`src/rtl/unum_unpack_pkg.sv`:
```
package unum_unpack_pkg;

   // Single-bit pre-decoded attributes carried at the top of the word.
   typedef struct packed {
      logic neg;
      logic nan;
      logic inf;
      logic zero;
      logic pair;
   } summary_t;

   localparam int SUMMARY_W = $bits(summary_t);

endpackage

```
`src/rtl/uu_field_split.sv`:
```
// Locates the fields of a packed unum from the environment and returns
// them right-justified, with bits beyond each current width cleared.
module uu_field_split #(
   parameter int ESS_MAX  = 4,
   parameter int FSS_MAX  = 5,
   parameter int CFG_W    = 3,
   localparam int EXP_W    = 1 << ESS_MAX,
   localparam int FRAC_W   = 1 << FSS_MAX,
   localparam int PACKED_W = 2 + EXP_W + FRAC_W + ESS_MAX + FSS_MAX
) (
   input  logic [CFG_W-1:0]    cfg_ess,
   input  logic [CFG_W-1:0]    cfg_fss,
   input  logic [PACKED_W-1:0] packed_in,
   output logic [ESS_MAX-1:0]  esm1,
   output logic [FSS_MAX-1:0]  fsm1,
   output logic                ubit,
   output logic [FRAC_W-1:0]   frac,
   output logic [EXP_W-1:0]    expo,
   output logic                sign
);

   localparam int SH_W  = $clog2(PACKED_W) + 1;
   localparam int ESZ_W = ESS_MAX + 1;
   localparam int FSZ_W = FSS_MAX + 1;

   logic [PACKED_W-1:0] after_fs;
   logic [PACKED_W-1:0] after_es;
   logic [PACKED_W-1:0] after_ub;
   logic [PACKED_W-1:0] after_fr;
   logic [PACKED_W-1:0] after_ex;
   logic [ESZ_W-1:0]    esize;
   logic [FSZ_W-1:0]    fsize;

   assign after_fs = packed_in >> cfg_fss;
   assign after_es = packed_in >> (SH_W'(cfg_fss) + SH_W'(cfg_ess));
   assign after_ub = after_es >> 1;
   assign after_fr = after_ub >> fsize;
   assign after_ex = after_fr >> esize;

   assign ubit  = after_es[0];
   assign sign  = after_ex[0];
   assign esize = ESZ_W'(esm1) + ESZ_W'(1);
   assign fsize = FSZ_W'(fsm1) + FSZ_W'(1);

   // Per-bit width gates: a bit survives only below the current width.
   for (genvar i = 0; i < FSS_MAX; i++) begin : g_fsm1
      assign fsm1[i] = packed_in[i] & (CFG_W'(i) < cfg_fss);
   end

   for (genvar i = 0; i < ESS_MAX; i++) begin : g_esm1
      assign esm1[i] = after_fs[i] & (CFG_W'(i) < cfg_ess);
   end

   for (genvar i = 0; i < FRAC_W; i++) begin : g_frac
      assign frac[i] = after_ub[i] & (FSZ_W'(i) < fsize);
   end

   for (genvar i = 0; i < EXP_W; i++) begin : g_expo
      assign expo[i] = after_fr[i] & (ESZ_W'(i) < esize);
   end

endmodule

```
`src/rtl/uu_summary.sv`:
```
// Derives the summary flags and the revealed bit from the split fields.
module uu_summary
   import unum_unpack_pkg::*;
#(
   parameter int ESS_MAX = 4,
   parameter int FSS_MAX = 5,
   parameter int CFG_W   = 3,
   localparam int EXP_W  = 1 << ESS_MAX,
   localparam int FRAC_W = 1 << FSS_MAX
) (
   input  logic [CFG_W-1:0]   cfg_ess,
   input  logic [CFG_W-1:0]   cfg_fss,
   input  logic [ESS_MAX-1:0] esm1,
   input  logic [FSS_MAX-1:0] fsm1,
   input  logic               ubit,
   input  logic [FRAC_W-1:0]  frac,
   input  logic [EXP_W-1:0]   expo,
   input  logic               sign,
   input  logic               pair_in,
   output summary_t           flags,
   output logic               revealed
);

   localparam int ESZ_W = ESS_MAX + 1;
   localparam int FSZ_W = FSS_MAX + 1;

   logic [ESZ_W-1:0] esize;
   logic [FSZ_W-1:0] fsize;
   logic             es_full, fs_full, ex_full, fr_full;
   logic             all_ones, mag_zero;

   assign esize = ESZ_W'(esm1) + ESZ_W'(1);
   assign fsize = FSZ_W'(fsm1) + FSZ_W'(1);

   // A field of width w is all ones when adding one gives exactly 2**w.
   assign es_full = ((ESZ_W)'(esm1) + ESZ_W'(1)) == (ESZ_W'(1) << cfg_ess);
   assign fs_full = ((FSZ_W)'(fsm1) + FSZ_W'(1)) == (FSZ_W'(1) << cfg_fss);
   assign ex_full = ({1'b0, expo} + (EXP_W+1)'(1)) == ((EXP_W+1)'(1) << esize);
   assign fr_full = ({1'b0, frac} + (FRAC_W+1)'(1)) == ((FRAC_W+1)'(1) << fsize);

   assign all_ones = es_full & fs_full & ex_full & fr_full;
   assign mag_zero = ~|expo & ~|frac;

   assign flags.nan  = all_ones & ubit;
   assign flags.inf  = all_ones & ~ubit;
   assign flags.zero = mag_zero;
   assign flags.neg  = sign & ~(mag_zero & ~ubit);
   assign flags.pair = pair_in;
   assign revealed   = ~mag_zero & |expo;

endmodule

```
`src/rtl/unum_unpack.sv`:
```
// Unpacks a packed unum into a fixed 64-bit-class register word in one cycle.
module unum_unpack
   import unum_unpack_pkg::*;
#(
   parameter int ESS_MAX  = 4,
   parameter int FSS_MAX  = 5,
   parameter int CFG_W    = 3,
   localparam int EXP_W    = 1 << ESS_MAX,
   localparam int FRAC_W   = 1 << FSS_MAX,
   localparam int PACKED_W = 2 + EXP_W + FRAC_W + ESS_MAX + FSS_MAX,
   localparam int WORD_W   = PACKED_W + SUMMARY_W
) (
   input  logic                clk,
   input  logic                rst_n,
   input  logic                valid_in,
   input  logic [CFG_W-1:0]    cfg_ess,
   input  logic [CFG_W-1:0]    cfg_fss,
   input  logic                pair_in,
   input  logic [PACKED_W-1:0] packed_in,
   output logic                valid_out,
   output logic                trap_out,
   output logic [WORD_W-1:0]   word_out
);

   // Word layout, low to high.
   localparam int UB_POS   = FSS_MAX + ESS_MAX;
   localparam int FR_LO    = UB_POS + 1;
   localparam int HID_POS  = FR_LO + FRAC_W;
   localparam int EX_LO    = HID_POS + 1;
   localparam int PAIR_POS = EX_LO + EXP_W;
   localparam int ZERO_POS = PAIR_POS + 1;
   localparam int INF_POS  = PAIR_POS + 2;
   localparam int NAN_POS  = PAIR_POS + 3;
   localparam int NEG_POS  = PAIR_POS + 4;

   // Elaboration-time parameter checks.
   if (ESS_MAX < 1 || FSS_MAX < 1) begin : g_bad_min
      $error("unum_unpack: ESS_MAX and FSS_MAX must be at least 1");
   end
   if (ESS_MAX > (1 << CFG_W) - 1 || FSS_MAX > (1 << CFG_W) - 1) begin : g_bad_cfg
      $error("unum_unpack: CFG_W too narrow for the supported environment");
   end
   if (NEG_POS != WORD_W - 1) begin : g_bad_layout
      $error("unum_unpack: word layout does not fill the word");
   end

   logic [ESS_MAX-1:0] esm1;
   logic [FSS_MAX-1:0] fsm1;
   logic               ubit, sign, revealed, trap_n;
   logic [FRAC_W-1:0]  frac;
   logic [EXP_W-1:0]   expo;
   summary_t           flags;
   logic [WORD_W-1:0]  word_n;

   uu_field_split #(
      .ESS_MAX (ESS_MAX),
      .FSS_MAX (FSS_MAX),
      .CFG_W   (CFG_W)
   ) u_split (
      .cfg_ess   (cfg_ess),
      .cfg_fss   (cfg_fss),
      .packed_in (packed_in),
      .esm1      (esm1),
      .fsm1      (fsm1),
      .ubit      (ubit),
      .frac      (frac),
      .expo      (expo),
      .sign      (sign)
   );

   uu_summary #(
      .ESS_MAX (ESS_MAX),
      .FSS_MAX (FSS_MAX),
      .CFG_W   (CFG_W)
   ) u_summary (
      .cfg_ess  (cfg_ess),
      .cfg_fss  (cfg_fss),
      .esm1     (esm1),
      .fsm1     (fsm1),
      .ubit     (ubit),
      .frac     (frac),
      .expo     (expo),
      .sign     (sign),
      .pair_in  (pair_in),
      .flags    (flags),
      .revealed (revealed)
   );

   assign trap_n = (cfg_ess > CFG_W'(ESS_MAX)) || (cfg_fss > CFG_W'(FSS_MAX));
   assign word_n = trap_n ? '0
                          : {flags, expo, revealed, frac, ubit, esm1, fsm1};

   always_ff @(posedge clk or negedge rst_n) begin
      if (!rst_n) begin
         valid_out <= 1'b0;
         trap_out  <= 1'b0;
         word_out  <= '0;
      end else begin
         valid_out <= valid_in;
         if (valid_in) begin
            trap_out <= trap_n;
            word_out <= word_n;
         end
      end
   end

   // result strobe one cycle after the request
   p_valid_follow_r2: assert property (@(posedge clk) disable iff (!rst_n)
      valid_in |=> valid_out);

   // outputs hold when no request arrives
   p_idle_hold_r2: assert property (@(posedge clk) disable iff (!rst_n)
      !valid_in |=> (!valid_out && $stable(word_out) && $stable(trap_out)));

   // an oversized environment always traps
   p_trap_cfg_r1: assert property (@(posedge clk) disable iff (!rst_n)
      (valid_in && (cfg_ess > CFG_W'(ESS_MAX) || cfg_fss > CFG_W'(FSS_MAX)))
      |=> trap_out);

   // a trapped word carries nothing
   p_trap_empty_r1: assert property (@(posedge clk) disable iff (!rst_n)
      trap_out |-> (word_out == '0));

   // NaN and infinity are mutually exclusive
   p_nan_inf_excl_r8: assert property (@(posedge clk) disable iff (!rst_n)
      !(word_out[NAN_POS] && word_out[INF_POS]));

   // a zero magnitude has no revealed bit
   p_zero_hidden_r5: assert property (@(posedge clk) disable iff (!rst_n)
      word_out[ZERO_POS] |-> !word_out[HID_POS]);

   // infinity has a nonzero exponent
   p_inf_hidden_r8: assert property (@(posedge clk) disable iff (!rst_n)
      word_out[INF_POS] |-> word_out[HID_POS]);

   // a negative zero flag pair only for an inexact zero
   p_neg_zero_r6: assert property (@(posedge clk) disable iff (!rst_n)
      (word_out[NEG_POS] && word_out[ZERO_POS]) |-> word_out[UB_POS]);

endmodule

```
`config.mk`:
```
export PLATFORM = sky130hd
export DESIGN_NAME = unum_unpack
export DESIGN_NICKNAME = d
export VERILOG_FILES = /design/src/rtl/unum_unpack_pkg.sv /design/src/rtl/uu_field_split.sv /design/src/rtl/uu_summary.sv /design/src/rtl/unum_unpack.sv
export SDC_FILE = /design/constraint.sdc
export NUM_CORES = 1
export LEC_CHECK = 0
export BUFFER_PORTS_ARGS = -buffer_cell sky130_fd_sc_hd__buf_2
export CAP_MARGIN = 5
export CORE_AREA = 8 8 203 205
export DETAILED_ROUTE_END_ITERATION = 16
export DIE_AREA = 0 0 211 213
export HOLD_SLACK_MARGIN = 0.05
export PLACE_DENSITY = 0.65
export SYNTH_ARGS = -nofsm -noshare
export SYNTH_HDL_FRONTEND = slang
export SYNTH_SLANG_ARGS = --single-unit
```
`constraint.sdc`:
```
create_clock -name clk -period 0.8 [get_ports clk]
set_clock_uncertainty 0.2 [all_clocks]
set_input_delay 0.24 -clock clk [delete_from_list [all_inputs] [get_ports clk]]
set_output_delay 0.24 -clock clk [all_outputs]
set_load 0.02 [all_outputs]
```
==> impl_metrics.py <==
metrics = {
    "yosys": {
        "yosys.cell_count.top_type": "nand2_1",
        "synth.distinct_cells": 93,
        "syn_nets": 1658,
        "syn_area_per_cell_um2": 8.346,
        "synthTopCellsByCount": "nand2_1, mux4_2, nor2_1, mux2i_1, clkbuf_1",
        "synth_top_area_share": 0.1667,
        "synthFlopType": "dfrtp_1",
        "yosys_warnings": 0,
        "yosys.area.top_type": "mux4_2",
        "syn_inst": 1570,
        "synth_area_leaders": "mux4_2, dfrtp_1, mux2i_1",
        "synthArstFlopShare": 1.000,
        "synth_enable_flop_cells": 0,
        "syn_area_um2": 13100,
        "ys_seq_elements": 66,
        "synth-seq-area-share": 0.1261,
    },
    "clock_network": {
        "htreeDepth": 3,
        "clock_latency_ns": 0.33,
        "cts_tree": "built",
        "root_buffer": "clkbuf_16",
        "clockBufferDepth": 2,
        "clk_pin_slew_ns": 0.06,
        "numCtsBuffers": 9,
        "clock_sinks": 66,
    },
    "floorplan": {
        "pin_count": 135,
        "core_area_um2": 38110,
        "fp.dieH_um": 213,
        "die_area_um2": 44940,
        "start_util": 0.3438,
        "core.rowCount": 72,
        "die_width_um": 211,
    },
    "hold_path": {
        "worstHoldPathType": "primary input to asynchronous set/reset pin",
    },
    "timing": {
        "fin_crit_sh": 6.490,
        "fmax_mhz": 192.6,
        "whs_ns": -0.2775,
        "slew_headroom": 0.4794,
        "finalHoldViolCount": 67,
        "finalWorstSetupSlack_ns": -4.392,
        "setup_viol": 131,
        "slew_viol_final": 0,
        "worst_slew_pin_slew_ns": 0.7745,
        "period_minus_slack_ns": 5.192,
        "rsz0062_at_grt": "yes",
    },
    "global_routing": {
        "grt_pass1_vias": 17835,
        "antenna_found_initial": 0,
        "overflow": 0,
        "grt_pass1_wl_mm": 106.0,
        "grt_usage": 0.3012,
        "grt_max_degree": 39,
    },
    "setup_path": {
        "end_kind": "register",
        "path_max_fanout": 7,
        "max_stage_delay_ns": 0.50,
        "path_cells": "buf_12 -> ha_4 -> fa_2 -> buf_12 -> xnor2_4 -> buf_12 -> buf_6 -> mux4_2 -> mux2_4 -> a21o_1 -> inv_2 -> ha_4 -> o21ai_4 -> buf_4 -> nor4_4 -> a21oi_1 -> or3_1 -> o211ai_1 -> nand3_1 -> or4_4 -> nor4_2 -> nand4_1 -> o31ai_1",
        "cp_slowest_cell": "or4_4",
        "critical_path_class": "primary input to register",
        "crit_required_ns": 0.84,
        "cp.arrival_ns": 5.24,
        "cp_common_cell": "buf_12",
        "critPathTopFamily": "simple AND/OR/NAND/NOR gates",
        "crit_path_start_kind": "primary input",
        "critical_path_buf_inv_count": 6,
    },
    "outcome": {
        "violations": "hold timing, setup timing",
        "status": "finished, violations left",
    },
    "layout": {
        "nFillCells": 3131,
        "drive_gt1_frac": 0.6213,
        "final_cells": 2942,
        "final_core_util": 0.6205,
        "diodes": 0,
        "fin_nets": 2507,
        "syn_to_final_growth_pct": 80.47,
    },
    "pwr": {
        "power_mw": 40.22,
        "leakage_nw": 9.998,
        "power.density_nw_per_um2": 1701,
        "worst_ir_drop_vdd_mv": 1.359,
    },
    "routing": {
        "drt-vias-per-instance": 6.214,
        "drc": 0,
        "first_iter_violations": 1739,
        "antenna_left": 0,
        "drt_first_pass_iters": 5,
        "vias": 18283,
        "wire_per_inst_um": 24.58,
        "totalWireLength_mm": 72.32,
    },
    "placed_design": {
        "io_buffers": 134,
        "dp_hpwl_mm": 56.65,
        "gp_congestion": 1.022,
        "place_ws_ns": -5.069,
        "dp_cells": 2807,
    },
    "flow_run": {
        "drv_cap": 0,
    },
}
==> cell usage in the layout, fill, tap and decap left out, drive strengths merged, types with 27 or more instances in the layout <==
cell type | Yosys | final
a21oi | 65 | 65
a22o | 27 | 27
a31oi | 33 | 33
buf | 53 | 960
dfrtp | 66 | 66
inv | 41 | 43
mux2 | 58 | 58
mux2i | 93 | 93
mux4 | 97 | 97
nand2 | 123 | 123
nand3 | 53 | 53
nand4 | 29 | 29
nor2 | 97 | 97
nor3 | 68 | 68
nor4 | 37 | 37
o21ai | 73 | 73
o22ai | 43 | 43
o2bb2ai | 32 | 32
xnor2 | 28 | 28
==> per-layer routing <==
metal,vias up,track usage,share of wire
li1,8024,-,-
met1,8898,0.3776,0.39
met2,1088,0.5005,0.47
met3,273,0.04124,0.079
met4,0,0.1576,0.061
met5,-,0,0
==> state kept, by name, indices dropped and copies added, names as in the netlist <==
name and count:
valid_out 1, word_out 64, trap_out 1
==> timing repair <==
action / CTS / global route
hold endpoints to repair: 67 / 67
pin swaps: 71 / 84
cloned: 1 / 3
endpoints found under the setup margin: 131 / 131
buffers inserted: 67 / 65
resized for setup: 263 / 256
==> area by class of cell <==
type	instances	area (um^2)	share of cell area
Clock buffer	10	239.0	0.01011
Clock inverter	6	41.29	0.001746
Inverter	42	172.7	0.007302
Multi-Input combinational cell	1336	12800	0.5413
Sequential cell	66	1732	0.07323
Tap cell	518	648.1	0.02741
Timing Repair Buffer	963	8008	0.3386
Timing Repair inverter	1	6.256	0.0002646
==> cells by family (layout without fill, tap and decap cells) <==
family | after synthesis | count (layout) | synth area share
AOI/OAI and AO/OA | 472 | 472 | 0.2567
xor gates and xnor gates | 46 | 46 | 0.03189
adders and majority gates | 20 | 20 | 0.01948
buffers and inverters | 168 | 1022 | 0.05930
DFF | 66 | 66 | 0.1261
muxes | 248 | 248 | 0.2876
and+or+nand+nor | 550 | 550 | 0.2190
==> stage by stage <==
stage / instance area (um^2) / setup TNS (ns)
after floorplan: 14190 / -148.70
after global placement: 20030 / -187.16
after detailed placement: 20030 / -189.67
after CTS: 21970 / -175.65
after global routing: 23650 / -184.45
final: 23650 / -179.74
==> path summary, 6_finish.rpt <==
path / start / to / cells after the start / slack, ns
max: cfg_ess[0] / word_out[62]$_DFFE_PN0P_ / 23 / -4.39
min: rst_n / word_out[18]$_DFFE_PN0P_ / 2 / -0.28
max reg2reg: word_out[21]$_DFFE_PN0P_ / word_out[21]$_DFFE_PN0P_ / 2 / -0.17
min reg2reg: word_out[22]$_DFFE_PN0P_ / word_out[22]$_DFFE_PN0P_ / 1 / 0.30
max in group asynchronous: rst_n / word_out[46]$_DFFE_PN0P_ / 2 / 0.45
min in group clk: pair_in / word_out[59]$_DFFE_PN0P_ / 2 / -0.07
==> report_power, final <==
part	switching, mW	total, mW	internal (mW)
Combinational	16.2	32.7	16.5
Sequential	0.174	3.84	3.67
Clock	1.47	3.64	2.18
Power figures use the tool's default switching activity.
